--- src/rtl/wcs_pkg.sv ---
// Shared types for the write completion status reporter.
// Assumes: nothing beyond the 1800-2017 language.
package wcs_pkg;

    // Strobe decode result for one sampled clock edge
    typedef struct packed {
        logic active;   // read strobe combination present
        logic start;    // first cycle of a new read cycle
    } rd_strobe_t;

endpackage

--- src/rtl/wcs_strobe_decode.sv ---
// Decodes the read strobe combination and finds the start of each read cycle.
// Assumes: strobes are synchronous to clk; a read start is the first sampled
// cycle with the combination present after a cycle without it.
module wcs_strobe_decode
    import wcs_pkg::*;
(
    input  logic       clk,
    input  logic       rst_n,
    input  logic       ce_n_i,
    input  logic       oe_n_i,
    input  logic       we_n_i,
    output rd_strobe_t strobe_o
);

    logic rd_now;
    logic rd_prev_q;

    // Combination that places data on the bus
    always_comb begin
        rd_now          = !ce_n_i && !oe_n_i && we_n_i;
        strobe_o.active = rd_now;
        strobe_o.start  = rd_now && !rd_prev_q;
    end

    // Remember the previous cycle's read state for edge detection
    always_ff @(posedge clk) begin
        if (!rst_n) rd_prev_q <= 1'b0;
        else        rd_prev_q <= rd_now;
    end

endmodule

--- src/rtl/wcs_toggle_track.sv ---
// Holds the per-read toggle flag used while a program cycle runs.
// Assumes: busy_i is high for the whole program cycle. The flag clears when
// busy is first seen, then flips once per read start while busy; the clear
// is applied before the flip on the same edge.
module wcs_toggle_track (
    input  logic clk,
    input  logic rst_n,
    input  logic busy_i,
    input  logic rd_start_i,
    output logic tog_next_o
);

    logic busy_q;
    logic tog_q;
    logic tog_base;

    // Next toggle value: clear on busy rise, then flip on a busy read start
    always_comb begin
        tog_base   = (busy_i && !busy_q) ? 1'b0 : tog_q;
        tog_next_o = (busy_i && rd_start_i) ? !tog_base : tog_base;
    end

    // Toggle and busy history registers
    always_ff @(posedge clk) begin
        if (!rst_n) begin
            busy_q <= 1'b0;
            tog_q  <= 1'b0;
        end else begin
            busy_q <= busy_i;
            tog_q  <= tog_next_o;
        end
    end

endmodule

--- src/rtl/wcs_status_mux.sv ---
// Chooses between array data and the status word for the next bus value.
// Assumes: DATA_W >= 3; the poll bit is the top bit and the toggle bit is the
// one below it. Status bits below the toggle bit are driven as zero.
module wcs_status_mux #(
    parameter int ADDR_W = 13,
    parameter int DATA_W = 8
) (
    input  logic              busy_i,
    input  logic              rd_active_i,
    input  logic              tog_i,
    input  logic [ADDR_W-1:0] addr_i,
    input  logic [DATA_W-1:0] array_data_i,
    input  logic [ADDR_W-1:0] last_addr_i,
    input  logic [DATA_W-1:0] last_data_i,
    output logic [DATA_W-1:0] data_next_o
);

    localparam int POLL_BIT = DATA_W - 1;
    localparam int TOG_BIT  = DATA_W - 2;

    logic [DATA_W-1:0] status_word;

    // Build the status word: inverted poll bit on a match, toggle bit below it
    always_comb begin
        status_word           = '0;
        status_word[POLL_BIT] = (addr_i == last_addr_i) ? !last_data_i[POLL_BIT] : 1'b0;
        status_word[TOG_BIT]  = tog_i;
    end

    // Select the bus value: zero when not reading, status when busy
    always_comb begin
        if (!rd_active_i) data_next_o = '0;
        else if (busy_i)  data_next_o = status_word;
        else              data_next_o = array_data_i;
    end

endmodule

--- src/rtl/wcs_status_top.sv ---
// Write completion status reporter top level.
// Assumes: the program engine holds last_addr_i/last_data_i stable while busy;
// the array returns data for addr_i in the same cycle. All outputs are
// registered one cycle after the sampled inputs.
module wcs_status_top
    import wcs_pkg::*;
#(
    parameter int ADDR_W = 13,
    parameter int DATA_W = 8
) (
    input  logic              clk,
    input  logic              rst_n,
    input  logic              busy_i,
    input  logic              ce_n_i,
    input  logic              oe_n_i,
    input  logic              we_n_i,
    input  logic [ADDR_W-1:0] addr_i,
    input  logic [DATA_W-1:0] array_data_i,
    input  logic [ADDR_W-1:0] last_addr_i,
    input  logic [DATA_W-1:0] last_data_i,
    output logic [DATA_W-1:0] rd_data_o,
    output logic              rd_drive_o,
    output logic              rb_pull_o
);

    rd_strobe_t        strobe;
    logic              tog_next;
    logic [DATA_W-1:0] data_next;

    wcs_strobe_decode u_strobe (
        .clk      (clk),
        .rst_n    (rst_n),
        .ce_n_i   (ce_n_i),
        .oe_n_i   (oe_n_i),
        .we_n_i   (we_n_i),
        .strobe_o (strobe)
    );

    wcs_toggle_track u_toggle (
        .clk        (clk),
        .rst_n      (rst_n),
        .busy_i     (busy_i),
        .rd_start_i (strobe.start),
        .tog_next_o (tog_next)
    );

    wcs_status_mux #(
        .ADDR_W (ADDR_W),
        .DATA_W (DATA_W)
    ) u_mux (
        .busy_i       (busy_i),
        .rd_active_i  (strobe.active),
        .tog_i        (tog_next),
        .addr_i       (addr_i),
        .array_data_i (array_data_i),
        .last_addr_i  (last_addr_i),
        .last_data_i  (last_data_i),
        .data_next_o  (data_next)
    );

    // Output registers: bus value, drive enable and ready/busy pull
    always_ff @(posedge clk) begin
        if (!rst_n) begin
            rd_data_o  <= '0;
            rd_drive_o <= 1'b0;
            rb_pull_o  <= 1'b0;
        end else begin
            rd_data_o  <= data_next;
            rd_drive_o <= strobe.active;
            rb_pull_o  <= busy_i;
        end
    end

endmodule

--- config.mk ---
export PLATFORM = sky130hd
export DESIGN_NAME = wcs_status_top
export DESIGN_NICKNAME = d
export VERILOG_FILES = /design/src/rtl/wcs_pkg.sv /design/src/rtl/wcs_strobe_decode.sv /design/src/rtl/wcs_toggle_track.sv /design/src/rtl/wcs_status_mux.sv /design/src/rtl/wcs_status_top.sv
export SDC_FILE = /design/constraint.sdc
export NUM_CORES = 1
export LEC_CHECK = 0
export BUFFER_PORTS_ARGS = -buffer_cell sky130_fd_sc_hd__buf_2
export CAP_MARGIN = 20
export CORE_MARGIN = 5
export CORE_UTILIZATION = 32
export DETAILED_ROUTE_END_ITERATION = 16
export GPL_TIMING_DRIVEN = 1
export MAX_ROUTING_LAYER = met4
export PLACE_DENSITY = 0.75
export SETUP_SLACK_MARGIN = 0.02
export SLEW_MARGIN = 5
export SYNTH_ARGS = -nofsm -noshare
export SYNTH_HDL_FRONTEND = slang
export SYNTH_SLANG_ARGS = --single-unit
--- constraint.sdc ---
create_clock -name clk -period 1.4 [get_ports clk]
set_input_delay 0.14 -clock clk [delete_from_list [all_inputs] [get_ports clk]]
set_output_delay 0.14 -clock clk [all_outputs]
set_load 0.05 [all_outputs]
==> results of run 1 <==
-- per-layer routing --
layer | vias to the layer above | wire, µm
met5 | - | 0
met2 | 40 | 579
met4 | 0 | 14
met3 | 2 | 216
li1 | 278 | -
met1 | 222 | 477
-- cells in the mapped netlist --
cell       n
a211oi_1   1
a32o_1     1
a32oi_1    1
and2_1     7
dfxtp_1   11
inv_1      2
nand2_1    1
nand3_2    1
nand3b_1   1
nand4_1    1
nor2_1     2
nor2_2     1
nor2b_1    1
nor3_1     1
nor4_1     2
nor4b_4    1
o21ai_1    1
xnor2_1    5
xor2_1     9
-- worst max path at each step --
stage          depth (start not counted)               start             end  slack (ns)
6_report                               4  u_strobe.rd_prev_q  u_toggle.tog_q        0.30
5_1_grt                                4  u_strobe.rd_prev_q  u_toggle.tog_q        0.18
4_1_cts                                4  u_strobe.rd_prev_q  u_toggle.tog_q        0.30
3_5_place_dp                           4  u_strobe.rd_prev_q  u_toggle.tog_q        0.30
3_3_place_gp                           4  u_strobe.rd_prev_q  u_toggle.tog_q        0.35
2_1_floorplan                          4  u_strobe.rd_prev_q  u_toggle.tog_q        0.15
-- kinds of logic after synthesis --
kind of cell | count (synthesis) | synth area share, %
simple gates | 19 | 25.8
xor+xnor | 14 | 23.8
flops | 11 | 42.8
compound gates | 4 | 6.08
buf+inv | 2 | 1.46
-- cell type report --
cell class / instances / area [µm²]
Multi-Input combinational cell: 37 / 287
Clock buffer: 4 / 26.3
Inverter: 2 / 7.51
Timing Repair Buffer: 50 / 250
Fill cell: 154 / 713
Tap cell: 16 / 20.0
Sequential cell: 11 / 220
-- report_power, final --
group / leakage [nW] / internal (mW) / total, mW / switching (mW)
sequential: 0.0892 / 0.318 / 0.321 / 0.00241
combinational: 0.317 / 0.0722 / 0.135 / 0.0628
clock: 0.0150 / 0.110 / 0.208 / 0.0979
-- through the flow --
step / hold WS, ns / std cells / utilization [%] / setup slack, ns
2_1_floorplan: 0.235 / 50 / - / 0.152
3_3_place_gp: 0.339 / 116 / 51.5 / 0.353
3_5_place_dp: 0.345 / 116 / 51.5 / 0.301
4_1_cts: 0.0662 / 120 / 53.2 / 0.298
5_1_grt: 0.0634 / 120 / 53.2 / 0.184
6_report: 0.0787 / 120 / 53.2 / 0.300
-- worst register-to-register path: stages, from the launching register on --
cell     delay, ns
dfxtp_1       0.33
nor4b_4       0.35
o21ai_1       0.09
a32oi_1       0.16
nor2b_1       0.06
-- registers in the layout, summed over array words and instances (netlist names) --
register,count
rd_data_o,8
u_strobe.rd_prev_q,1
u_toggle.busy_q,1
u_toggle.tog_q,1
-- layout by cell type (no fill, tap or decap), drive strengths merged --
| master | synthesis | routed |
|---|---|---|
| xor2 | 9 | 9 |
| nand2 | 1 | 1 |
| nor2b | 1 | 1 |
| nor4 | 2 | 2 |
| buf | 0 | 50 |
| clkbuf | 0 | 4 |
| nand3 | 1 | 1 |
| and2 | 7 | 7 |
| nor2 | 3 | 3 |
| nand3b | 1 | 1 |
| o21ai | 1 | 1 |
| nor4b | 1 | 1 |
| a32o | 1 | 1 |
| xnor2 | 5 | 5 |
| dfxtp | 11 | 11 |
| inv | 2 | 2 |
| nand4 | 1 | 1 |
| nor3 | 1 | 1 |
| a32oi | 1 | 1 |
| a211oi | 1 | 1 |
==> flow_metrics.py, run 1 <==
metrics = {
    "outcome": {
        "outcome": "finished, final reports clean",
    },
    "layout": {
        "drive_above_1_share_pct": 53.8,
        "antenna_cells": 0,
        "area_delta_synth_final_pct": 57.7,
        "final_nets": 153,
        "postLayoutCellArea_um2": 811,
    },
    "setup_path": {
        "crit_chain": "nor4b_4 -> o21ai_1 -> a32oi_1 -> nor2b_1",
        "slowest_delay_ns": 0.34,
        "cp_max_fo": 3,
        "crit_buf_inv": 0,
        "crit_family": "simple AND/OR/NAND/NOR gates",
        "r2r_setup_slack_ns": 0.30,
        "worstPathArrival_ns": 1.25,
        "worst_ep_required_time_ns": 1.55,
        "crit_slowest_cell": "nor4b_4",
        "r2r-end": "u_toggle.tog_q",
        "crit_type": "reg -> reg",
        "r2r_cells": 4,
        "end_kind": "flop",
        "worstSetupStartpointType": "flop",
        "r2r_start": "u_strobe.rd_prev_q",
    },
    "global_routing": {
        "grtUsageMet2_pct": 16.5,
        "grt.met3_usage_pct": 6.02,
        "grt_max_degree": 8,
        "grt_usage_pct": 11.7,
        "grt_pass1_vias": 545,
        "grt_antenna_before_repair": 0,
        "grt_pass1_wl_um": 2180,
        "met1_usage_pct": 13.6,
        "gr-max-usage-layer": "met2",
        "gr-total-overflow": 0,
    },
    "sta": {
        "slew_viol_final": 0,
        "setup-violations-final": 0,
        "skew_ns": 0.000270,
        "fin_setup_tns_ns": 0,
        "finalHoldViolations": 0,
        "finalCritPeriodShare_pct": 78.5,
        "tightest_slew_ns": 0.284,
        "fmax_ghz": 0.909,
        "min_period_ns": 1.10,
        "max_slew_margin_pct": 81.0,
        "rsz0062_at_grt": "no",
    },
    "floorplanning": {
        "num_rows": 14,
        "die_area_um2": 2510,
        "die_x_um": 50.1,
        "start_util_pct": 33.7,
        "design.portCount": 58,
        "core-area_um2": 1520,
        "die_h_um": 50.1,
    },
    "route": {
        "vias_per_cell": 4.52,
        "firstDrtPassIters": 2,
        "wl_um": 1290,
        "ant_nets": 0,
        "wl_per_cell_um": 10.7,
        "drt_iter0_drc": 1,
        "drc_errors": 0,
        "num_vias": 542,
    },
    "worst_hold_path": {
        "hold_class": "in -> reg",
        "hold_path_depth": 2,
        "min_to": "rd_data_o[3]",
        "min_from": "array_data_i[3]",
    },
    "clock_network": {
        "cts_root_buf": "clkbuf_4",
        "ctsHtreeMaxLevel": 1,
        "clk_path_buf_depth": 2,
        "clk_pin_slew_ns": 0.07,
        "cts_resized": 0,
        "postCtsHoldBufs": 0,
        "clkLatencyLatePin_ns": 0.26,
        "cts_buffers": 3,
        "cts_tree": "done",
        "clkSinkCount": 11,
        "postCtsSetupRepairBufs": 0,
    },
    "placed_design": {
        "place_congestion": 0.679,
        "hpwl_um": 1160,
        "io_buffers": 50,
        "dpl_cell_area_um2": 785,
    },
    "logic_synthesis": {
        "syn-num-nets": 98,
        "yosys_register_bits": 11,
        "syn_area_um2": 514,
        "yosysTopAreaCell": "dfxtp_1",
        "yosysWarningCount": 0,
        "syn_area_per_cell_um2": 10.3,
        "synthTopCellsByArea": "dfxtp_1, xor2_1, and2_1",
        "netlist_instances": 50,
        "synth_top_area_share_pct": 42.8,
        "yosysSeqAreaShare_pct": 42.8,
        "synth_cell_types": 19,
    },
    "power": {
        "p_per_area_nw_per_um2": 818,
        "p_leak_nw": 0.421,
        "peakVddDrop_mv": 0.380,
        "total_power_mw": 0.664,
    },
    "run": {
        "drv_cap": 0,
    },
}
Power figures use the tool's default switching activity.
==> inputs of run 2 (changes only) <==
- ABC_AREA: not set -> 1
- CORE_ASPECT_RATIO: not set -> 0.8
- CORE_UTILIZATION: 32 -> 33
- PLACE_DENSITY: 0.75 -> 0.73
- clock period: 1.4 -> 0.9 ns (I/O delays scaled with it)
==> flow_metrics.py, run 2 <==
metrics = {
    "floorplanning": {
        "num_rows": 14,
        "die_x_um": 59.9,
        "core-area_um2": 1890,
        "die_h_um": 49.9,
        "die_area_um2": 2990,
        "design.portCount": 58,
        "start_util_pct": 34.8,
    },
    "placed_design": {
        "place_ws_ns": 0.0234,
        "place_congestion": 0.814,
        "place_inst": 195,
        "io_buffers": 50,
        "hpwl_um": 1450,
    },
    "global_routing": {
        "grt_pass1_vias": 699,
        "grt_max_degree": 7,
        "grt_usage_pct": 11.8,
        "grt_pass1_wl_um": 2660,
        "grt_antenna_before_repair": 0,
        "gr-total-overflow": 0,
    },
    "layout": {
        "final_nets": 224,
        "regArea_um2": 229,
        "fillers": 198,
        "largest-register": "rd_data_o",
        "final_cell_count_no_fill": 199,
        "multiInputGateArea_um2": 322,
        "final_cell_mix": "nand2_1, buf_2, inv_1",
        "drive_above_1_share_pct": 34.9,
        "largest_reg_flops": 8,
        "antenna_cells": 0,
        "area_delta_synth_final_pct": 60.3,
        "mostFrequentLayoutCell": "nand2_1",
    },
    "logic_synthesis": {
        "yosysTopAreaCell": "dfxtp_1",
        "yosys_register_bits": 11,
        "synth_most_common_cell": "nand2_1",
        "yosysWarningCount": 0,
        "netlist_instances": 121,
        "syn_area_per_cell_um2": 5.44,
        "synthFlopType": "dfxtp_1",
        "synthTopCellsByArea": "dfxtp_1, nand2_1, inv_1",
        "synth_async_sr_flop_share_pct": 0,
        "syn-num-nets": 169,
        "yosysSeqAreaShare_pct": 33.5,
        "synth-edff-count": 0,
        "syn_area_um2": 658,
        "yosys-top-cells-count": "nand2_1, inv_1, nor2_1, dfxtp_1, nand3_1",
        "synth_cell_types": 12,
        "synth_top_area_share_pct": 33.5,
    },
    "sta": {
        "tightest_slew_ns": 0.202,
        "slew_viol_final": 0,
        "finalCritPeriodShare_pct": 96.8,
        "max_slew_margin_pct": 86.5,
        "setup-violations-final": 0,
        "rsz0062_at_grt": "yes",
        "min_period_ns": 0.871,
        "skew_ns": 0.00207,
        "fin_ws_ns": 0.0288,
        "fmax_ghz": 1.15,
        "finalHoldViolations": 0,
    },
    "setup_path": {
        "r2r_setup_slack_ns": 0.05,
        "worstSetupStartpointType": "flop",
        "crit_slowest_cell": "dfxtp_4",
        "slowest_delay_ns": 0.36,
        "crit_type": "reg -> out",
        "cp_max_fo": 2,
        "crit_chain": "buf_6",
        "crit_buf_inv": 1,
        "worst_ep_required_time_ns": 0.81,
        "crit_family": "flip-flops",
        "worstPathArrival_ns": 0.78,
        "end_kind": "output pin",
    },
    "clock_network": {
        "clk_pin_slew_ns": 0.06,
        "cts_buffers": 3,
        "ctsHtreeMaxLevel": 1,
        "clkSinkCount": 11,
        "cts_root_buf": "clkbuf_4",
        "cts_tree": "done",
        "clkLatencyLatePin_ns": 0.26,
        "clk_path_buf_depth": 2,
    },
    "power": {
        "p_per_area_nw_per_um2": 1030,
        "p_leak_nw": 0.696,
        "peakVddDrop_mv": 0.721,
        "total_power_mw": 1.08,
    },
    "outcome": {
        "outcome": "finished, final reports clean",
    },
    "route": {
        "firstDrtPassIters": 4,
        "ant_nets": 0,
        "vias_per_cell": 4.09,
        "drt_iter0_drc": 10,
        "drc_errors": 0,
        "wl_per_cell_um": 8.30,
        "num_vias": 813,
        "wl_um": 1650,
    },
    "worst_hold_path": {
        "hold_class": "in -> reg",
    },
    "run": {
        "drv_cap": 0,
    },
}
## run 2: per-layer routing
layer	vias to the layer above	GRT usage [%]	part of all wire, %
li1	446	-	-
met1	336	13.1	38
met2	27	19.2	51
met3	4	3.39	9.6
met4	0	5.54	1.8
met5	-	-	0
## run 2: final timing paths
path                                 startpoint              to  cells after the start
worst max register to register  u_toggle.busy_q    rd_data_o[6]                      6
worst min-delay path            array_data_i[4]    rd_data_o[4]                      3
worst min register to register   u_toggle.tog_q  u_toggle.tog_q                      4
worst max-delay path            u_toggle.busy_q       rb_pull_o                      1
## run 2: layout make-up
| type | count | area share [%] |
|---|---|---|
| Multi-Input combinational cell | 75 | 30.5 |
| Timing Repair Buffer | 50 | 30.0 |
| Sequential cell | 11 | 21.7 |
| Inverter | 35 | 12.5 |
| Tap cell | 24 | 2.85 |
| Clock buffer | 4 | 2.49 |
## run 2: timing repair
item | 4_1_cts | 5_1_grt
gates resized for setup | 13 | 11
endpoints found under the setup margin | 10 | 11
pin swaps | 0 | 2
buffers inserted | 0 | 0
hold buffers | 0 | 0
endpoints found under the hold margin | 0 | 0
## run 2: cells by family after synthesis
group	after synthesis	share of synthesized area, %
buffers and inverters	35	20.0
AO/OA/AOI/OAI	4	3.99
AND/OR/NAND/NOR	71	42.6
flip-flops	11	33.5
## run 2: through the flow
| step | utilization, % | TNS (ns) | cell area, µm² | hold WS (ns) |
|---|---|---|---|---|
| after floorplan | - | 0 | 668 | 0.183 |
| after global placement | 50.1 | 0 | 948 | 0.294 |
| after detailed placement | 50.1 | 0 | 948 | 0.301 |
| after CTS | 53.4 | 0 | 1010 | 0.0210 |
| after global routing | 55.8 | -0.0237 | 1050 | 0.0318 |
| final | 55.8 | 0 | 1050 | 0.0316 |
## run 2: power by group
part | switching (mW) | internal [mW]
logic | 0.135 | 0.123
clock network | 0.152 | 0.171
registers | 0.00752 | 0.492
total | 0.295 | 0.787
==> inputs of run 3 (changes only) <==
--- a/config.mk
+++ b/config.mk
@@ -21,2 +21,3 @@
 export SYNTH_HDL_FRONTEND = slang
 export SYNTH_SLANG_ARGS = --single-unit
+export TNS_END_PERCENT = 30
==> constraint.sdc (replaced) <==
create_clock -name clk -period 0.9 [get_ports clk]
set_input_delay 0.09 -clock clk [delete_from_list [all_inputs] [get_ports clk]]
set_output_delay 0.09 -clock clk [all_outputs]
set_load 0.1 [all_outputs]
==> flow_metrics.py, run 3 (synthesis gave the netlist of run 2 again) <==
metrics = {
    "outcome": {
        "outcome": "finished, violations left",
        "violations": "negative setup slack",
    },
    "layout": {
        "area_delta_synth_final_pct": 75.5,
        "final_cell_mix": "nand2_1, buf_2, inv_1",
        "drive_above_1_share_pct": 40.6,
        "final_cell_count_no_fill": 199,
        "antenna_cells": 0,
        "largest-register": "rd_data_o",
        "mostFrequentLayoutCell": "nand2_1",
        "final_nets": 224,
        "largest_reg_flops": 8,
    },
    "setup_path": {
        "crit_slowest_cell": "dfxtp_4",
        "crit_type": "reg -> reg",
        "setup.worst_path.start": "u_toggle.busy_q",
        "worst_ep_required_time_ns": 1.07,
        "worstPathArrival_ns": 1.09,
        "crit_chain": "o21ai_4 -> inv_2 -> nand2_2 -> nand3_2 -> nand2_1 -> inv_1",
        "r2r_cells": 6,
        "end_kind": "flop",
        "r2r-end": "rd_data_o[6]",
        "r2r_start": "u_toggle.busy_q",
        "slowest_delay_ns": 0.36,
        "r2r_setup_slack_ns": -0.02,
        "worstSetupStartpointType": "flop",
        "cp_max_fo": 2,
    },
    "clock_network": {
        "ctsHtreeMaxLevel": 1,
        "cts_tree": "done",
        "postCtsSetupRepairBufs": 0,
        "postCtsHoldBufs": 0,
        "cts_root_buf": "clkbuf_4",
        "clkLatencyLatePin_ns": 0.26,
        "cts_buffers": 3,
        "clk_pin_slew_ns": 0.07,
        "clkSinkCount": 11,
        "clk_path_buf_depth": 2,
    },
    "power": {
        "p_comb_share_pct": 26.9,
        "p_clk_share_pct": 28.9,
        "p_sw_mw": 0.336,
        "peakVddDrop_mv": 0.693,
        "total_power_mw": 1.14,
        "p_per_area_nw_per_um2": 985,
        "power.internal_mw": 0.801,
        "p_leak_nw": 0.722,
        "p_sw_share_pct": 29.6,
        "p_seq_share_pct": 44.2,
    },
    "global_routing": {
        "grt_pass1_vias": 736,
        "grt_antenna_before_repair": 0,
        "grt_max_degree": 7,
        "gr-total-overflow": 0,
        "grt_pass1_wl_um": 2860,
        "grt_usage_pct": 13.0,
    },
    "floorplanning": {
        "start_util_pct": 34.8,
        "die_x_um": 59.9,
        "design.portCount": 58,
        "die_area_um2": 2990,
        "die_h_um": 49.9,
        "num_rows": 14,
        "core-area_um2": 1890,
    },
    "route": {
        "firstDrtPassIters": 4,
        "wl_per_cell_um": 9.23,
        "drc_errors": 0,
        "vias_per_cell": 4.07,
        "drt_iter0_drc": 12,
        "ant_nets": 0,
        "num_vias": 810,
        "wl_um": 1840,
    },
    "sta": {
        "finalCritPeriodShare_pct": 103,
        "fmax_ghz": 1.08,
        "fin_ws_ns": -0.0249,
        "slew_viol_final": 0,
        "rsz0062_at_grt": "yes",
        "fin_hold_ws_ns": 0.0228,
        "setup-violations-final": 3,
        "min_period_ns": 0.925,
        "skew_ns": 0.0000830,
        "finalHoldViolations": 0,
        "tightest_slew_ns": 0.192,
        "fin_setup_tns_ns": -0.0299,
        "max_slew_margin_pct": 87.1,
    },
    "worst_hold_path": {
        "min_to": "rd_data_o[1]",
        "min_from": "array_data_i[1]",
        "hold_class": "in -> reg",
        "hold_path_depth": 3,
    },
    "placed_design": {
        "hpwl_um": 1570,
        "place_ws_ns": -0.0168,
        "place_congestion": 0.819,
        "io_buffers": 50,
        "place_inst": 195,
    },
    "run": {
        "drv_cap": 0,
    },
}
## run 3: how the worst max path moves through the flow
stage	endpoint	depth (start not counted)
2_1_floorplan	rd_data_o[1]	0
3_3_place_gp	rd_data_o[0]	6
3_5_place_dp	rd_data_o[6]	6
4_1_cts	rd_data_o[6]	6
5_1_grt	u_toggle.tog_q	3
6_report	rd_data_o[6]	6
## run 3: worst max-delay path: cells and delay by family (launching register included)
family | cells | cell delay [ns]
buffers and inverters | 2 | 0.09
AOI/OAI and AO/OA | 1 | 0.15
DFF | 1 | 0.36
and+or+nand+nor | 3 | 0.22
## run 3: power by group through the flow
stage	combinational [mW]	clock [mW]	sequential (mW)
3_5_place_dp	0.301	0	0.511
2_1_floorplan	0.102	0	0.561
4_1_cts	0.304	0.350	0.500
6_report	0.306	0.329	0.502
3_3_place_gp	0.291	0	0.511
5_1_grt	0.340	0.378	0.503
## run 3: area by class of cell
type	count	area, µm²
multi-input cells	75	329
well taps	24	30.0
flip-flops and latches	11	238
fillers	177	737
clock buffers	4	26.3
repair buffers	50	400
inverters	35	131
## run 3: stage by stage
| stage | cell area [µm²] | util (%) |
|---|---|---|
| floorplan | 669 | - |
| global placement | 1100 | 58.1 |
| detailed placement | 1100 | 58.1 |
| CTS | 1140 | 60.4 |
| global route | 1150 | 61.0 |
| finish | 1150 | 61.0 |
## run 3: per-layer routing
layer / part of all wire, % / routed length (µm) / track usage [%] / up-vias
met5: 0 / 0 / - / -
met4: 3.2 / 59 / 5.90 / 0
met3: 9.7 / 179 / 4.70 / 8
li1: - / - / - / 444
met1: 35 / 646 / 12.2 / 325
met2: 52 / 952 / 23.0 / 33
## run 3: timing repair
item                                    in CTS  in global routing
endpoints found under the setup margin      11                 12
hold endpoints to repair                     0                  0
gates resized for setup                      9                  3
